### src/rtl/flash_cmd_pkg.sv
package flash_cmd_pkg;

    typedef enum logic [2:0] {
        ST_READ,
        ST_UNL1,
        ST_UNL2,
        ST_PROG,
        ST_ERS_SET,
        ST_ERS_UNL1,
        ST_ERS_UNL2,
        ST_IDENT
    } seq_state_e;

    localparam logic [7:0] CMD_UNLOCK_A = 8'hAA;
    localparam logic [7:0] CMD_UNLOCK_B = 8'h55;
    localparam logic [7:0] CMD_PROGRAM  = 8'hA0;
    localparam logic [7:0] CMD_ERASE    = 8'h80;
    localparam logic [7:0] CMD_IDENT    = 8'h90;
    localparam logic [7:0] CMD_SECTOR   = 8'h30;
    localparam logic [7:0] CMD_CHIP     = 8'h10;

endpackage

### src/rtl/flash_unlock_match.sv
module flash_unlock_match #(
    parameter int ADDR_W = 18,
    parameter int CMP_W  = 15
) (
    input  logic [ADDR_W-1:0] addr,
    output logic              hit_first,
    output logic              hit_second
);
    localparam logic [CMP_W-1:0] KEY_FIRST  = CMP_W'(15'h5555);
    localparam logic [CMP_W-1:0] KEY_SECOND = CMP_W'(15'h2AAA);

    always_comb begin
        hit_first  = (addr[CMP_W-1:0] == KEY_FIRST);
        hit_second = (addr[CMP_W-1:0] == KEY_SECOND);
    end
endmodule

### src/rtl/flash_boot_region.sv
module flash_boot_region #(
    parameter int ADDR_W     = 18,
    parameter int BOOT_BYTES = 16384,
    parameter bit TOP_BOOT   = 1'b1
) (
    input  logic [ADDR_W-1:0] addr,
    output logic              in_boot
);
    localparam int BOOT_LSB = $clog2(BOOT_BYTES);
    localparam int TAG_W    = ADDR_W - BOOT_LSB;

    generate
        if (TOP_BOOT) begin : g_top
            assign in_boot = &addr[ADDR_W-1:BOOT_LSB];
        end else begin : g_bottom
            assign in_boot = (addr[ADDR_W-1:BOOT_LSB] == {TAG_W{1'b0}});
        end
    endgenerate
endmodule

### src/rtl/flash_id_mux.sv
module flash_id_mux #(
    parameter int         ADDR_W   = 18,
    parameter int         DATA_W   = 8,
    parameter bit         TOP_BOOT = 1'b1,
    parameter logic [7:0] MFR_CODE = 8'h40,
    parameter logic [7:0] TOP_CODE = 8'h02,
    parameter logic [7:0] BOT_CODE = 8'hA2
) (
    input  logic              enable,
    input  logic [ADDR_W-1:0] rd_addr,
    input  logic              rd_in_boot,
    input  logic              lock,
    output logic [DATA_W-1:0] data
);
    localparam logic [DATA_W-1:0] DEV_CODE = TOP_BOOT ? DATA_W'(TOP_CODE) : DATA_W'(BOT_CODE);

    always_comb begin
        data = '0;
        if (enable) begin
            unique case (rd_addr[1:0])
                2'd0:    data = DATA_W'(MFR_CODE);
                2'd1:    data = DEV_CODE;
                2'd2:    data = DATA_W'(rd_in_boot & lock);
                default: data = '0;
            endcase
        end
    end
endmodule

### src/rtl/flash_cmd_seq.sv
module flash_cmd_seq
    import flash_cmd_pkg::*;
#(
    parameter int ADDR_W     = 18,
    parameter int DATA_W     = 8,
    parameter int CMP_W      = 15,
    parameter int BOOT_BYTES = 16384,
    parameter bit TOP_BOOT   = 1'b1
) (
    input  logic              clk,
    input  logic              rst_n,
    input  logic              wr_valid,
    input  logic [ADDR_W-1:0] wr_addr,
    input  logic [DATA_W-1:0] wr_data,
    input  logic              busy,
    input  logic              boot_lock,
    input  logic [ADDR_W-1:0] rd_addr,
    output logic              prog_start,
    output logic              sect_erase_start,
    output logic              chip_erase_start,
    output logic [ADDR_W-1:0] op_addr,
    output logic [DATA_W-1:0] op_data,
    output logic              id_mode,
    output logic [DATA_W-1:0] id_data
);
    typedef struct packed {
        seq_state_e        st;
        logic              prog;
        logic              sect;
        logic              chip;
        logic [ADDR_W-1:0] addr;
        logic [DATA_W-1:0] data;
    } seq_regs_t;

    seq_regs_t r_q, r_d;

    logic hit_a, hit_b, wr_in_boot, rd_in_boot, op_in_boot;
    logic take;

    flash_unlock_match #(.ADDR_W(ADDR_W), .CMP_W(CMP_W)) u_match (
        .addr(wr_addr), .hit_first(hit_a), .hit_second(hit_b)
    );

    flash_boot_region #(.ADDR_W(ADDR_W), .BOOT_BYTES(BOOT_BYTES), .TOP_BOOT(TOP_BOOT)) u_wr_boot (
        .addr(wr_addr), .in_boot(wr_in_boot)
    );

    flash_boot_region #(.ADDR_W(ADDR_W), .BOOT_BYTES(BOOT_BYTES), .TOP_BOOT(TOP_BOOT)) u_rd_boot (
        .addr(rd_addr), .in_boot(rd_in_boot)
    );

    flash_boot_region #(.ADDR_W(ADDR_W), .BOOT_BYTES(BOOT_BYTES), .TOP_BOOT(TOP_BOOT)) u_op_boot (
        .addr(r_q.addr), .in_boot(op_in_boot)
    );

    flash_id_mux #(.ADDR_W(ADDR_W), .DATA_W(DATA_W), .TOP_BOOT(TOP_BOOT)) u_id (
        .enable(r_q.st == ST_IDENT), .rd_addr(rd_addr), .rd_in_boot(rd_in_boot),
        .lock(boot_lock), .data(id_data)
    );

    assign take = wr_valid & ~busy;

    always_comb begin
        r_d      = r_q;
        r_d.prog = 1'b0;
        r_d.sect = 1'b0;
        r_d.chip = 1'b0;
        if (take) begin
            r_d.st = ST_READ;
            unique case (r_q.st)
                ST_READ, ST_IDENT: begin
                    if (hit_a && wr_data == DATA_W'(CMD_UNLOCK_A)) r_d.st = ST_UNL1;
                end
                ST_UNL1: begin
                    if (hit_b && wr_data == DATA_W'(CMD_UNLOCK_B)) r_d.st = ST_UNL2;
                end
                ST_UNL2: begin
                    if (hit_a) begin
                        if (wr_data == DATA_W'(CMD_PROGRAM))    r_d.st = ST_PROG;
                        else if (wr_data == DATA_W'(CMD_ERASE)) r_d.st = ST_ERS_SET;
                        else if (wr_data == DATA_W'(CMD_IDENT)) r_d.st = ST_IDENT;
                    end
                end
                ST_PROG: begin
                    if (!(boot_lock && wr_in_boot)) begin
                        r_d.prog = 1'b1;
                        r_d.addr = wr_addr;
                        r_d.data = wr_data;
                    end
                end
                ST_ERS_SET: begin
                    if (hit_a && wr_data == DATA_W'(CMD_UNLOCK_A)) r_d.st = ST_ERS_UNL1;
                end
                ST_ERS_UNL1: begin
                    if (hit_b && wr_data == DATA_W'(CMD_UNLOCK_B)) r_d.st = ST_ERS_UNL2;
                end
                ST_ERS_UNL2: begin
                    if (wr_data == DATA_W'(CMD_SECTOR)) begin
                        if (!(boot_lock && wr_in_boot)) begin
                            r_d.sect = 1'b1;
                            r_d.addr = wr_addr;
                        end
                    end else if (hit_a && wr_data == DATA_W'(CMD_CHIP) && !boot_lock) begin
                        r_d.chip = 1'b1;
                    end
                end
                default: r_d.st = ST_READ;
            endcase
        end
    end

    always_ff @(posedge clk) begin
        if (!rst_n) begin
            r_q <= '{st: ST_READ, prog: 1'b0, sect: 1'b0, chip: 1'b0, addr: '0, data: '0};
        end else begin
            r_q <= r_d;
        end
    end

    assign prog_start       = r_q.prog;
    assign sect_erase_start = r_q.sect;
    assign chip_erase_start = r_q.chip;
    assign op_addr          = r_q.addr;
    assign op_data          = r_q.data;
    assign id_mode          = (r_q.st == ST_IDENT);

    AST_ONE_START: assert property (@(posedge clk) disable iff (!rst_n)
        $onehot0({prog_start, sect_erase_start, chip_erase_start}));
    AST_PULSE_ONE: assert property (@(posedge clk) disable iff (!rst_n)
        (prog_start | sect_erase_start | chip_erase_start) |=> !(prog_start | sect_erase_start | chip_erase_start));
    AST_BUSY_QUIET: assert property (@(posedge clk) disable iff (!rst_n)
        busy |=> !(prog_start | sect_erase_start | chip_erase_start));
    AST_ID_LEAVE: assert property (@(posedge clk) disable iff (!rst_n)
        (id_mode && wr_valid && !busy) |=> !id_mode);
    AST_BOOT_GUARD: assert property (@(posedge clk) disable iff (!rst_n)
        (prog_start | sect_erase_start) |-> !($past(boot_lock) && op_in_boot));
    AST_CHIP_GUARD: assert property (@(posedge clk) disable iff (!rst_n)
        chip_erase_start |-> !$past(boot_lock));
endmodule

### config.mk
export PLATFORM = sky130hd
export DESIGN_NAME = flash_cmd_seq
export DESIGN_NICKNAME = d
export VERILOG_FILES = /design/src/rtl/flash_cmd_pkg.sv /design/src/rtl/flash_unlock_match.sv /design/src/rtl/flash_boot_region.sv /design/src/rtl/flash_id_mux.sv /design/src/rtl/flash_cmd_seq.sv
export SDC_FILE = /design/constraint.sdc
export NUM_CORES = 1
export LEC_CHECK = 0
export BUFFER_PORTS_ARGS = -buffer_cell sky130_fd_sc_hd__buf_2
export CORE_MARGIN = 5
export CORE_UTILIZATION = 48
export DETAILED_ROUTE_END_ITERATION = 12
export HOLD_SLACK_MARGIN = 0.03
export PLACE_DENSITY_LB_ADDON = 0.3
export SLEW_MARGIN = 10
export SYNTH_ARGS = -nofsm -noshare
export SYNTH_HDL_FRONTEND = slang
export SYNTH_SLANG_ARGS = --single-unit
### constraint.sdc
create_clock -name clk -period 2.9 [get_ports clk]
set_clock_uncertainty 0.05 [all_clocks]
set_input_delay 0.145 -clock clk [delete_from_list [all_inputs] [get_ports clk]]
set_output_delay 0.145 -clock clk [all_outputs]
set_load 0.005 [all_outputs]
==> results_dict.tcl, run 1 <==
set metrics [dict create \
    status "completed" \
    ys_ff_latch 32 \
    finalHoldViolCount 0 \
    grt_pass1_wl_um 6530 \
    gp_congestion 0.835 \
    worst_pin_slew_ns 0.632 \
    use_met3 0.0533 \
    antenna_found_initial 0 \
    critPathMaxStageDelay_ns 0.40 \
    routed_via_density 4.97 \
    crit_required_ns 3.06 \
    arrival_ns 1.92 \
    finalSetupViolations 0 \
    ios 87 \
    drive_above_1_share 0.359 \
    grt_max_degree 40 \
    rsz0062_at_grt "no" \
    die_w_um 71.4 \
    synth_cell_type_count 39 \
    overflow 0 \
    worstSetupStartpointType "flip-flop" \
    dieHeight_um 71.4 \
    netlist_area_um2 1810 \
    critical_path_peak_fanout 18 \
    insertion_delay_ns 0.28 \
    start_util 0.494 \
    crit_family "simple AND/OR/NAND/NOR gates" \
    drtPass1Iterations 4 \
    crit_slowest_cell "dfxtp_1" \
    crit_type "reg2reg" \
    area_growth_pct 14.1 \
    post-place-ws_ns 1.16 \
    hold_buffers 0 \
    core_area_um2 3660 \
    die_area_um2 5090 \
    powerDensity_nw_per_um2 421 \
    use_met1 0.211 \
    clock_path_buffers 2 \
    path_buf_inv 1 \
    grt-busiest-layer "met2" \
    fmax_ghz 0.567 \
    synth_edf_count 0 \
    seq_area_frac_synth 0.355 \
    routed_wl_um 4040 \
    cts_setup_buffers 0 \
    synth_cells 203 \
    fin_tns_setup_ns 0 \
    port_buffers 69 \
    dp_hpwl_um 3100 \
    htree_levels 2 \
    grt_util_all_layers 0.161 \
    vias 1470 \
    wl_per_cell_um 13.7 \
    ant_nets 0 \
    ys.flop_type "dfxtp_1" \
    maxCapViolCount 0 \
    met2_usage 0.233 \
    post-route-period-util 0.608 \
    drt_iter0_drc 89 \
    power_uw 868 \
    ys_async_sr_fraction 0 \
    ir_worst_vdd_mv 0.269 \
    fin_ws_ns 1.14 \
    nets 296 \
    report.final.slew_viol_count 0 \
    grt_pass1_vias 1395 \
    cts_num_sinks 32 \
    postSynthAreaPerCell_um2 8.90 \
    drc 0 \
    yosys_warnings 0 \
    path_cells "nor3_1 -> nand3_1 -> a21oi_2 -> buf_4 -> mux2i_1" \
    ctsResizeCount 0 \
    diodes 0 \
    rows 22 \
    cts_tree "yes" \
    max-slew-margin-rel 0.578 \
    clkTransAtPathRegs_ns 0.07 \
    cts-buffers-inserted 5 \
    p_leak_nw 0.929 \
    worstSetupEndpointType "flip-flop" \
    finalCriticalPeriod_ns 1.76 \
    cts-root-buf "clkbuf_8" \
    hold_path_class "in2reg" \
]
-- registers in the layout, summed over array words and instances (netlist names) --
name,count
op_addr,18
chip_erase_start,1
r_q,3
prog_start,1
sect_erase_start,1
op_data,8
-- power by group --
part | switching, mW | internal (mW)
clock network | 0.162 | 0.193
logic | 0.0433 | 0.0307
registers | 0.00000000240 | 0.439
total | 0.205 | 0.663
-- cells in the final DEF, fill, tap and decap left out, types with 2 or more instances in the layout --
master      n
o2111ai_1   2
or4bb_1     2
a21oi_1     2
nand4_1     2
nand4b_1    2
nor3_1      5
nor4bb_1    3
and4b_1     2
buf_4       2
xor2_1      2
nand3_1     7
nand2_1    39
conb_1      5
clkbuf_8    6
mux2i_1    26
nor2_1     10
dfxtp_1    32
nor3b_1     2
and3_1      5
inv_1       2
buf_2      69
-- layout make-up --
cell class	instances	area, um2
fill	352	1600
clock inverter	1	7.51
inverter	3	11.3
timing repair buffer	71	360
multi-input combinational	134	896
sequential	32	641
clock buffer	7	86.3
tap	48	60.1
-- Yosys cell counts (2+ instances only) --
cell type  count  share of area
a21oi_1        3         0.0083
nand4b_1       2         0.0097
clkbuf_1       4         0.0083
nor3_1         5          0.014
or4bb_1        2          0.012
xor2_1         2         0.0097
nor2_1        10          0.021
and3_1         5          0.017
nand4_1        2         0.0069
and4b_1        2          0.011
nand3_1        7          0.019
buf_4         33           0.14
mux2i_1       26           0.14
nor3b_1        2         0.0083
dfxtp_1       32           0.35
nand2_1       39          0.081
o2111ai_1      2         0.0097
nor4bb_1       3          0.017
inv_1          2         0.0042
-- logic make-up (layout without fill, tap and decap cells) --
| logic type | after synthesis | count (layout) | share of synthesized area |
|---|---|---|---|
| xor gates and xnor gates | 2 | 2 | 0.00970 |
| AOI/OAI and AO/OA | 9 | 9 | 0.0443 |
| and+or+nand+nor | 92 | 92 | 0.285 |
| muxes | 26 | 26 | 0.144 |
| other | 1 | 5 | 0.00208 |
| buffers and inverters | 41 | 82 | 0.160 |
| DFF | 32 | 32 | 0.355 |
-- stage by stage --
step            util  hold WS [ns]  std cells  area (um2)
2_1_floorplan      -         0.237        207        1820
3_3_place_gp   0.538         0.361        288        1970
6_report       0.563        0.0699        296        2060
4_1_cts        0.563        0.0572        296        2060
3_5_place_dp   0.538         0.366        288        1970
5_1_grt        0.563        0.0678        296        2060
-- path summary, 6_finish.rpt --
kind | from | to | slack, ns | cells after the start
worst max register to register | r_q[29] | op_addr[8] | 1.14 | 5
worst min-delay path | wr_addr[7] | op_addr[7] | 0.07 | 3
worst max-delay path | r_q[29] | op_addr[8] | 1.14 | 5
worst min register to register | op_addr[7] | op_addr[7] | 0.40 | 2
-- per-layer routing --
layer	routed length (um)	up-vias	share of wire
met4	82	0	0.020
met1	1920	659	0.47
met3	261	7	0.065
met2	1780	49	0.44
met5	0	-	0
li1	-	755	-
-- worst min-delay path: stages --
cell	delay [ns]
buf_2	0.11
nand2_1	0.05
mux2i_1	0.05
Note: power is estimated with default switching activity, not from simulation.
==> run 2: changes to the inputs <==
--- a/config.mk
+++ b/config.mk
@@ -5,9 +5,10 @@
 export SDC_FILE = /design/constraint.sdc
 export NUM_CORES = 1
 export LEC_CHECK = 0
+export ABC_AREA = 1
 export BUFFER_PORTS_ARGS = -buffer_cell sky130_fd_sc_hd__buf_2
 export CORE_MARGIN = 5
-export CORE_UTILIZATION = 48
+export CORE_UTILIZATION = 42
 export DETAILED_ROUTE_END_ITERATION = 12
 export HOLD_SLACK_MARGIN = 0.03
 export PLACE_DENSITY_LB_ADDON = 0.3
==> constraint.sdc (replaced) <==
create_clock -name clk -period 1.6 [get_ports clk]
set_clock_uncertainty 0.05 [all_clocks]
set_input_delay 0.08 -clock clk [delete_from_list [all_inputs] [get_ports clk]]
set_output_delay 0.08 -clock clk [all_outputs]
set_load 0.005 [all_outputs]
==> run 2 against run 1 <==
Synthesized cell count is 39% higher. Synthesized area is 6.6% higher. Largest cell class unchanged. Core utilization down 0.40 points. Critical endpoint is now op_addr[15]. Cell area rose by 20%.
==> results_dict.tcl, run 2 <==
set metrics [dict create \
    maxCapViolCount 0 \
    fmax_ghz 0.651 \
    path_cells "dlygate4sd3_1 -> buf_2 -> nand2_4 -> nor2_4 -> a21oi_4 -> nand3_4 -> nand2_8 -> inv_6 -> a21oi_1 -> nor2_1" \
    dieHeight_um 77.7 \
    antenna_found_initial 0 \
    ir_worst_vdd_mv 0.338 \
    r2r_start "r_q[29]" \
    cts_tree "yes" \
    post-place-ws_ns 0.141 \
    synth_compound_area_frac 0.148 \
    core_area_um2 4410 \
    finalCriticalPeriod_ns 1.54 \
    diodes 0 \
    status "completed" \
    n_fill_cell 448 \
    synth_area_leaders "dfxtp_1, buf_4, nand2_1, nor2_1, nand3_1" \
    hold_ws_ns 0.0364 \
    grt_pass1_wl_um 8160 \
    path_buf_inv 3 \
    layout_common_cells "buf_2, nor2_1, nand2_1, dfxtp_1" \
    power_mw 1.62 \
    crit_type "in2reg" \
    ant_nets 0 \
    nets 404 \
    synth_cell_type_count 26 \
    synth_top_family_by_area "simple AND/OR/NAND/NOR gates" \
    hold_path_class "in2reg" \
    gp_congestion 0.823 \
    drive_above_1_share 0.315 \
    routed_wl_um 4880 \
    start_util 0.436 \
    synth_cells 283 \
    wl_per_cell_um 12.0 \
    drc 0 \
    worstSetupEndpointType "flip-flop" \
    die_w_um 77.7 \
    netlist_area_um2 1930 \
    seq_area_frac_synth 0.333 \
    clock_path_buffers 2 \
    postSynthAreaPerCell_um2 6.80 \
    yosys_warnings 0 \
    clkTransAtPathRegs_ns 0.06 \
    vias 1930 \
    cts-buffers-inserted 5 \
    ios 87 \
    synth_xor_area_frac 0 \
    synth_mux_area_frac 0 \
    synthAdderAreaFrac 0 \
    design_area_um2 2470 \
    htree_levels 2 \
    synth.top_cell.area_share 0.333 \
    yosysTopAreaCell "dfxtp_1" \
    finalSetupViolations 0 \
    ys.flop_type "dfxtp_1" \
    grt_pass1_vias 1879 \
    p_leak_nw 1.22 \
    synth_edf_count 0 \
    report.final.slew_viol_count 0 \
    post-route-period-util 0.960 \
    critical_path_peak_fanout 18 \
    ys_async_sr_fraction 0 \
    stdcell_count 408 \
    routed_via_density 4.73 \
    insertion_delay_ns 0.29 \
    dpl.cell_count 380 \
    placed_area_um2 2150 \
    critPathMaxStageDelay_ns 0.54 \
    rows 24 \
    grt_util_all_layers 0.163 \
    crit_family "buffers and inverters" \
    worstHoldStart "wr_data[3]" \
    die_area_um2 6040 \
    area_growth_pct 28.2 \
    final_common_cell "buf_2" \
    powerDensity_nw_per_um2 658 \
    arrival_ns 1.66 \
    overflow 0 \
    port_buffers 69 \
    drtPass1Iterations 4 \
    drt_iter0_drc 78 \
    synthSimpleGateAreaFrac 0.317 \
    cts_num_sinks 32 \
    synth_common_cells "nand2_1, nor2_1, dfxtp_1, buf_4" \
    cts-root-buf "clkbuf_8" \
    dp_hpwl_um 3510 \
    fin_ws_ns 0.0633 \
    largest_reg_flops 18 \
    grt_max_degree 21 \
    worstSetupStartpointType "input pin" \
    crit_slowest_cell "dlygate4sd3_1" \
    ys_ff_latch 32 \
    crit_required_ns 1.73 \
    crit_start "wr_addr[15]" \
    finalHoldViolCount 0 \
]
## run 2: path summary, 6_finish.rpt
check / cells after the start / slack (ns) / to
setup / recovery: 10 / 0.06 / op_addr[15]
hold / removal: 3 / 0.04 / op_data[3]
setup reg to reg: 8 / 0.10 / op_addr[15]
hold reg to reg: 2 / 0.41 / op_data[5]
## run 2: through the flow
| stage | TNS, ns | util |
|---|---|---|
| 2_1_floorplan | 0 | - |
| 3_3_place_gp | 0 | 0.486 |
| 3_5_place_dp | 0 | 0.486 |
| 4_1_cts | 0 | 0.545 |
| 5_1_grt | -0.0137 | 0.559 |
| 6_report | 0 | 0.559 |
## run 2: cell type report
cell class,instances,area (um2),area share
multi-input combinational,189,943,0.382
sequential,32,641,0.260
timing repair buffer,98,616,0.249
inverter,29,114,0.0461
clock buffer,8,90.1,0.0365
tap,52,65.1,0.0264
## run 2: cell families after synthesis
kind of cell | after synthesis
other cells | 1
flops | 32
buf+inv | 66
compound gates | 48
simple gates | 136
## run 2: per-layer routing
layer  track usage  vias to the layer above  wire length (um)
met4        0.0636                        0                80
met1         0.198                      859              2120
li1              -                     1018                 -
met5             0                        -                 0
met3        0.0463                        8               290
met2         0.272                       45              2400
## run 2: power breakdown
| group | switching (mW) | total, mW | internal, mW | leakage [nW] |
|---|---|---|---|---|
| Sequential | 0.00000000202 | 0.796 | 0.796 | 0.258 |
| Clock | 0.290 | 0.640 | 0.350 | 0.0455 |
| Combinational | 0.103 | 0.187 | 0.0844 | 0.919 |
| Total | 0.393 | 1.62 | 1.23 | 1.22 |
## run 2: timing repair
item | 4_1_cts | 5_1_grt
setup buffers | 0 | 4
hold buffers | 17 | 0
endpoints found under the hold margin | 17 | 0
setup endpoints to repair | 0 | 18
resized for setup | 0 | 12
## run 2: worst min-delay path: cells and delay by family
family | cells | cell delay [ns]
buffers and inverters | 1 | 0.11
AND/OR/NAND/NOR | 1 | 0.07
AO/OA/AOI/OAI | 1 | 0.06
==> run 3: changes to the inputs <==
--- a/config.mk
+++ b/config.mk
@@ -6,10 +6,11 @@
 export NUM_CORES = 1
 export LEC_CHECK = 0
 export ABC_AREA = 1
-export BUFFER_PORTS_ARGS = -buffer_cell sky130_fd_sc_hd__buf_2
 export CORE_MARGIN = 5
-export CORE_UTILIZATION = 42
+export CORE_UTILIZATION = 48
+export CTS_CLUSTER_DIAMETER = 80
 export DETAILED_ROUTE_END_ITERATION = 12
+export DONT_BUFFER_PORTS = 1
 export HOLD_SLACK_MARGIN = 0.03
 export PLACE_DENSITY_LB_ADDON = 0.3
 export SLEW_MARGIN = 10
==> run 3 against run 2 <==
Cell area fell by 12%. Via count fell by 13%. Combinational power fell by 26%. Global-route usage rose by 1.5 points. Clock power fell by 3%. Critical endpoint is now op_addr[13]. Largest cell class unchanged. Largest power group unchanged. Highest routed layer unchanged.
==> results_dict.tcl, run 3 (same netlist as run 2, synthesis figures left out) <==
set metrics [dict create \
    status "completed" \
    port_buffers 0 \
    hold_depth 3 \
    drtPass1Iterations 4 \
    antenna_found_initial 0 \
    cts-buffers-inserted 5 \
    layout_common_cells "nand2_1, nor2_1, dfxtp_1, dlygate4sd3_1, inv_1" \
    cts_tree "yes" \
    worst_pin_slew_ns 0.583 \
    drc 0 \
    p_leak_nw 0.893 \
    reg2regPathDepth 7 \
    rows 23 \
    dieHeight_um 73.3 \
    nets 339 \
    gp_congestion 0.843 \
    r2r_start "r_q[31]" \
    worstHoldStart "rst_n" \
    crit_type "reg2reg" \
    die_w_um 73.3 \
    powerDensity_nw_per_um2 721 \
    use_met1 0.205 \
    die_area_um2 5380 \
    grt_max_degree 19 \
    ir_worst_vdd_mv 0.381 \
    start_util 0.488 \
    finalCriticalPeriod_ns 1.47 \
    wl_per_cell_um 13.5 \
    clock_path_buffers 2 \
    maxCapViolCount 0 \
    placed_area_um2 1780 \
    report.final.slew_viol_count 0 \
    final_common_cell "nand2_1" \
    finalSetupViolations 0 \
    stdcell_count 341 \
    dpl.cell_count 305 \
    grt_pass1_wl_um 7450 \
    grt_util_all_layers 0.178 \
    htree_levels 2 \
    area_growth_pct 12.2 \
    insertion_delay_ns 0.27 \
    diodes 0 \
    crit_required_ns 1.76 \
    rsz0062_at_grt "no" \
    met2_usage 0.295 \
    hold_ws_ns 0.0498 \
    ant_nets 0 \
    cts-root-buf "clkbuf_8" \
    routed_via_density 4.94 \
    critical_path_peak_fanout 15 \
    clkTransAtPathRegs_ns 0.06 \
    arrival_ns 1.63 \
    grt-busiest-layer "met2" \
    n_fill_cell 406 \
    grt_pass1_vias 1685 \
    fmax_ghz 0.681 \
    core_area_um2 3940 \
    drive_above_1_share 0.120 \
    overflow 0 \
    design_area_um2 2160 \
    dp_hpwl_um 3280 \
    crit_start "r_q[31]" \
    drt_iter0_drc 68 \
    max-slew-margin-rel 0.610 \
    post-route-period-util 0.918 \
    largest_reg_flops 18 \
    vias 1684 \
    ios 87 \
    cts_num_sinks 32 \
    use_met3 0.0725 \
    r2r_slack_ns 0.13 \
    worstSetupEndpointType "flip-flop" \
    routed_wl_um 4610 \
    hold_path_class "in2reg" \
    worstSetupStartpointType "flip-flop" \
    finalHoldViolCount 0 \
    fin_tns_setup_ns 0 \
]
[run 3: stage by stage]
stage          utilization  power (mW)  worst slack [ns]
6_report             0.548        1.56             0.132
5_1_grt              0.548        1.63           0.00855
4_1_cts              0.546        1.58            0.0712
3_5_place_dp         0.452       0.886             0.111
3_3_place_gp         0.452       0.885             0.141
2_1_floorplan            -       0.888            0.0714
[run 3: layout make-up]
cell class | instances | area [um2] | area share
Tap cell | 50 | 62.6 | 0.0290
Inverter | 29 | 114 | 0.0527
Timing Repair Buffer | 33 | 330 | 0.153
Multi-Input combinational cell | 189 | 922 | 0.427
Sequential cell | 32 | 642 | 0.297
Clock buffer | 8 | 90.1 | 0.0417
[run 3: metal layers]
metal,part of all wire,vias to the layer above
li1,-,885
met2,0.47,64
met4,0.020,0
met3,0.10,10
met1,0.41,725
met5,0,-
[run 3: worst paths after layout]
kind / end
hold / removal: chip_erase_start
setup / recovery: op_addr[13]
hold reg to reg: op_data[6]
setup reg to reg: op_addr[13]
[run 3: power by group]
group          total, mW  internal [mW]  switching [mW]
sequential         0.797          0.797   0.00000000174
combinational      0.139         0.0706          0.0682
clock              0.622          0.350           0.272
[run 3: timing repair]
item	4_1_cts	5_1_grt
setup buffers	0	0
hold buffers	28	0
resized for setup	0	3
endpoints found under the hold margin	28	0
setup endpoints to repair	0	18
[run 3: critical path: stages (launching register included)]
cell and delay, ns:
dfxtp_1 0.32, buf_4 0.15, nor3_4 0.24, nand2_4 0.15
nand2_8 0.13, buf_12 0.14, o21ai_0 0.08, nor2_1 0.14
